===== src/rtl/tdm_clk_ref_gen.sv =====
module tdm_clk_ref_gen #(
  parameter int FRAME_CYC = 2048,
  parameter int LEN_W     = 14,
  parameter int LOSS_CYC  = 4096
) (
  input  logic             clk,
  input  logic             rst_n,
  input  logic             cfg_master,
  input  logic             cfg_x2_diff,
  input  logic             cfg_x1_derive,
  input  logic [1:0]       cfg_ref_sel,
  input  logic [1:0]       cfg_prescale,
  input  logic [LEN_W-1:0] cfg_div_len,
  input  logic             x2_se_in,
  input  logic             x2_diff_in,
  input  logic             x1_in,
  input  logic             fsync_in,
  input  logic             ext8k_in,
  input  logic             sec8k_in,
  output logic             x2_out,
  output logic             x2n_out,
  output logic             x2_oe,
  output logic             x1_out,
  output logic             x1_oe,
  output logic             fsync_out,
  output logic             fsync_oe,
  output logic             loc_x2,
  output logic             loc_x1,
  output logic             loc_fsync,
  output logic             ref8k_out,
  output logic             freerun
);
  localparam int FC_W = $clog2(FRAME_CYC);
  localparam int LC_W = $clog2(LOSS_CYC + 1);

  logic [4:0]       sa, sb;
  logic             x2_d, x1_div;
  logic [FC_W-1:0]  mcnt;
  logic [2:0]       pcnt, pmask;
  logic             ptick;
  logic [LEN_W-1:0] dcnt;
  logic [LEN_W:0]   half;
  logic             div_q, ref_mux, ref_q, ref_d;
  logic [LC_W-1:0]  lcnt;

  always_ff @(posedge clk) begin
    if (!rst_n) begin
      sa <= '0;
      sb <= '0;
    end else begin
      sa <= {sec8k_in, ext8k_in, fsync_in, x1_in, cfg_x2_diff ? x2_diff_in : x2_se_in};
      sb <= sa;
    end
  end

  always_ff @(posedge clk) begin
    if (!rst_n) begin
      x2_d   <= 1'b0;
      x1_div <= 1'b0;
    end else begin
      x2_d <= sb[0];
      if (sb[0] && !x2_d) x1_div <= ~x1_div;
    end
  end

  always_ff @(posedge clk) begin
    if (!rst_n) mcnt <= '0;
    else        mcnt <= (mcnt == FC_W'(FRAME_CYC - 1)) ? '0 : mcnt + 1'b1;
  end

  assign x2_out    = mcnt[1];
  assign x2n_out   = ~mcnt[1];
  assign x1_out    = mcnt[2];
  assign fsync_out = (mcnt == FC_W'(FRAME_CYC - 1));
  assign x2_oe     = cfg_master;
  assign x1_oe     = cfg_master;
  assign fsync_oe  = cfg_master;

  assign loc_x2    = cfg_master ? x2_out    : sb[0];
  assign loc_x1    = cfg_master ? x1_out    : (cfg_x1_derive ? x1_div : sb[1]);
  assign loc_fsync = cfg_master ? fsync_out : sb[2];

  assign pmask = 3'((4'd1 << cfg_prescale) - 4'd1);
  assign ptick = (pcnt & pmask) == pmask;
  assign half  = ({1'b0, cfg_div_len} + 1'b1) >> 1;

  always_ff @(posedge clk) begin
    if (!rst_n) begin
      pcnt  <= '0;
      dcnt  <= '0;
      div_q <= 1'b0;
    end else begin
      pcnt  <= pcnt + 1'b1;
      if (ptick) dcnt <= (dcnt >= cfg_div_len) ? '0 : dcnt + 1'b1;
      div_q <= {1'b0, dcnt} < half;
    end
  end

  always_comb begin
    case (cfg_ref_sel)
      2'd0:    ref_mux = sb[3];
      2'd1:    ref_mux = sb[4];
      2'd2:    ref_mux = div_q;
      default: ref_mux = loc_fsync;
    endcase
  end

  always_ff @(posedge clk) begin
    if (!rst_n) begin
      ref_q <= 1'b0;
      ref_d <= 1'b0;
      lcnt  <= LC_W'(LOSS_CYC);
    end else begin
      ref_q <= ref_mux;
      ref_d <= ref_q;
      if (ref_q && !ref_d)                lcnt <= '0;
      else if (lcnt != LC_W'(LOSS_CYC))   lcnt <= lcnt + 1'b1;
    end
  end

  assign ref8k_out = ref_q;
  assign freerun   = (lcnt == LC_W'(LOSS_CYC));
endmodule


===== config.mk =====
export PLATFORM = sky130hd
export DESIGN_NAME = tdm_clk_ref_gen
export DESIGN_NICKNAME = d
export VERILOG_FILES = /design/src/rtl/tdm_clk_ref_gen.sv
export SDC_FILE = /design/constraint.sdc
export NUM_CORES = 1
export LEC_CHECK = 0
export ABC_CLOCK_PERIOD_IN_PS = 5280
export BUFFER_PORTS_ARGS = -buffer_cell sky130_fd_sc_hd__buf_4
export CAP_MARGIN = 20
export CORE_MARGIN = 2
export CORE_UTILIZATION = 62
export DETAILED_ROUTE_END_ITERATION = 8
export HOLD_SLACK_MARGIN = 0.08
export PLACE_DENSITY = 0.86
export SYNTH_ARGS = -nofsm -noshare
export SYNTH_HDL_FRONTEND = slang
export SYNTH_SLANG_ARGS = --single-unit
export TNS_END_PERCENT = 10

===== constraint.sdc =====
create_clock -name clk -period 5.28 [get_ports clk]
set_clock_uncertainty 0.15 [all_clocks]
set_input_delay 0.528 -clock clk [delete_from_list [all_inputs] [get_ports clk]]
set_output_delay 0.528 -clock clk [all_outputs]
set_load 0.01 [all_outputs]

==> key figures <==
Run status
  • Outcome: finished, final reports clean

CTS
  • Resized Gates After CTS: 0
  • Clock root buffer: clkbuf_8
  • Post-CTS setup repair buffer count: 0
  • CTS H-tree lvls: 2
  • Total CTS buffers: 5
  • Worst-Skew Late Latency: 310 ps
  • CTS tree: yes
  • CTS Hold Buffers Added: 0
  • Clk slew on worst S/H paths: 100 ps
  • Maximum root-to-sink buffer count: 2
  • CTS Sinks: 56

Power and ir drop
  • PwrDens: 238.9 nW/um2
  • Pwr Total: 859.5 uW
  • VDD IR-drop max: 0.0001928 V
  • Leakage: 1.562 nW

Logic synthesis
  • Synth unique cells: 51
  • Number of synthesized flops with an enable pin: 0
  • Yosys warns: 0
  • Most common cell in the netlist: dfxtp_1
  • Synth area leaders: dfxtp_1 (36%), ha_1 (13%), xnor2_1 (6.1%)
  • Synthesized area: 3141 um2
  • Most frequent cells after synthesis: dfxtp_1 (56), nor2_1 (37), ha_1 (33)
  • Synth Net Count: 413
  • Synth Flop Type: dfxtp_1
  • Synth top area share: 35.70%
  • Mapped Cells: 351
  • Synth Register Bits: 56
  • Syn avg cell area: 8.947 um2
  • Asr flop ratio synth: 0%
  • Yosys top cell by area: dfxtp_1
  • Register area share after synthesis: 35.70%

Die
  • Row count: 25
  • Effective utilization at floorplan: 65.19%
  • Die area: 5651 um2
  • Core ar.: 4817 um2
  • Chip Height: 75.17 um
  • Chip width: 75.17 um
  • Ports: 41

Finish
  • # fillers: 368
  • Fin cells: 459
  • Area Growth Syn to Fin: 14.58%
  • Layout cell share with drive strength beyond 1: 15.05%
  • Final Util: 74.70%
  • Diode count: 0
  • Multi-input logic area: 1907 um2
  • Final net count: 453
  • Finished Cell Area: 3598 um2
  • Sequential Area: 1121 um2

STA
  • Fin. Hold Viols: 0
  • Final worst path period share: 47.63%
  • Tightest Pin Transition: 722.0 ps
  • Hold_ws: 261.9 ps
  • Fin. max-slew vios: 0
  • RSZ-0062 raised after global routing: no
  • Endpoints failing setup: 0
  • Highest achievable clock rate: 397.6 MHz
  • Setup slack after layout: 2765 ps
  • Period minus WS final: 2515 ps
  • Slew Limit Headroom: 51.77%
  • Setup TNS: 0 ps

Worst hold path
  • Worst Hold Depth: 2
  • Startpoint of the worst hold path: ext8k_in
  • Hold Path Sink: sa[3]
  • Worst hold path class: input port to flip-flop

Critical path
  • Startpoint types: flip-flop
  • Crit path arrival time: 1840 ps
  • Crit path depth: 6
  • Worst R2R Setup Slack: 2970 ps
  • Crit-path max cell delay: 450 ps
  • Critical path type: flip-flop to output port
  • R2r startpoint: dcnt[0]
  • Reg2Reg Depth: 8
  • Worst endpoint required time: 4600 ps
  • Worst R2R End: dcnt[7]
  • Crit. End Element: output port
  • Worst Path Buf+Inv: 1
  • Critical Path Slowest Stage Cell: dfxtp_1
  • Critical Path Fanout Max: 6
  • Crit path cell chain: ha_1 -> nand2_1 -> nor2_2 -> and4_4 -> mux2_4 -> buf_4
  • Crit path max-delay family: simple AND/OR/NAND/NOR gates

Detailed routing
  • Via density: 5.399
  • Vias: 2,478
  • Initial drt markers: 109
  • First drt pass iteration count: 4
  • Routed Antenna Nets: 0
  • WL per Instance: 13.18 um
  • Post-Route WL: 6.048 mm
  • DRC errors left: 0

Global routing
  • Initial antenna violation count: 0
  • Pin count of the biggest net entering global routing: 27
  • Total track usage: 22.92%
  • Global-route wire length before repair: 10.07 mm
  • Vias in the first global route: 2,425
  • Global route overflow: 0

Placement
  • Placed cell count: 451
  • Port buffer count: 40
  • Pre-CTS WS: 2478 ps
  • Post-DP Area: 3487 um2
  • DP Wirelength: 4.717 mm
  • Placer's final routability congestion estimate: 0.8896

Run
  • Max_cap viols: 0
worst max-delay path by stage:
| stage | start | to |
|---|---|---|
| detailed placement | cfg_div_len[0] | div_q |
| floorplan | cfg_div_len[0] | div_q |
| finish | mcnt[1] | loc_fsync |
| CTS | mcnt[1] | loc_fsync |
| global route | cfg_div_len[0] | div_q |
| global placement | cfg_div_len[0] | div_q |
where the power goes:
group / internal, mW / switching [mW] / total [mW] / leakage, nW
sequential: 0.438 / 0.0138 / 0.451 / 0.456
combinational: 0.0654 / 0.0639 / 0.129 / 1.05
clock: 0.140 / 0.138 / 0.279 / 0.0541
total: 0.643 / 0.216 / 0.860 / 1.56
area by class of cell:
| class | count | area share, % |
|---|---|---|
| sequential | 56 | 31.15 |
| timing repair buffer | 40 | 8.345 |
| clock buffer | 5 | 1.912 |
| multi-input combinational | 268 | 52.99 |
| inverter | 20 | 2.086 |
| tap | 67 | 2.330 |
| clock inverter | 3 | 1.182 |
kinds of logic after synthesis:
group           share of synthesized area [%]
flops                                   35.70
mux                                     2.311
simple gates                            25.46
fa+ha+maj                               13.15
compound gates                          7.809
xor+xnor                                11.99
buf+inv                                 3.585
registers in the layout, summed over array words and instances, names as in the netlist:
name,cells
x1_div,1
lcnt,13
pcnt,3
x2_d,1
ref8k_out,1
mcnt,11
dcnt,14
div_q,1
sb,5
ref_d,1
sa,5
per-layer routing:
layer / GRT usage (%) / part of all wire (%) / vias to the layer above / wire [um]
met3: 3.614 / 2.1 / 7 / 127
met1: 27.72 / 45 / 1166 / 2719
met5: 0 / 0 / - / 0
met2: 41.52 / 52 / 35 / 3120
li1: - / - / 1270 / -
met4: 7.407 / 1.3 / 0 / 80
cell usage in the layout (no fill, tap or decap), types with 11 or more instances in the layout:
cell / n
buf_4: 40
ha_1: 33
xnor2_1: 22
and2_1: 19
inv_1: 20
nand2_1: 22
xor2_1: 21
nor3_1: 11
dfxtp_1: 56
nand3_1: 26
a21oi_1: 13
nor2_1: 37
Note: power is estimated with default switching activity, not from simulation.
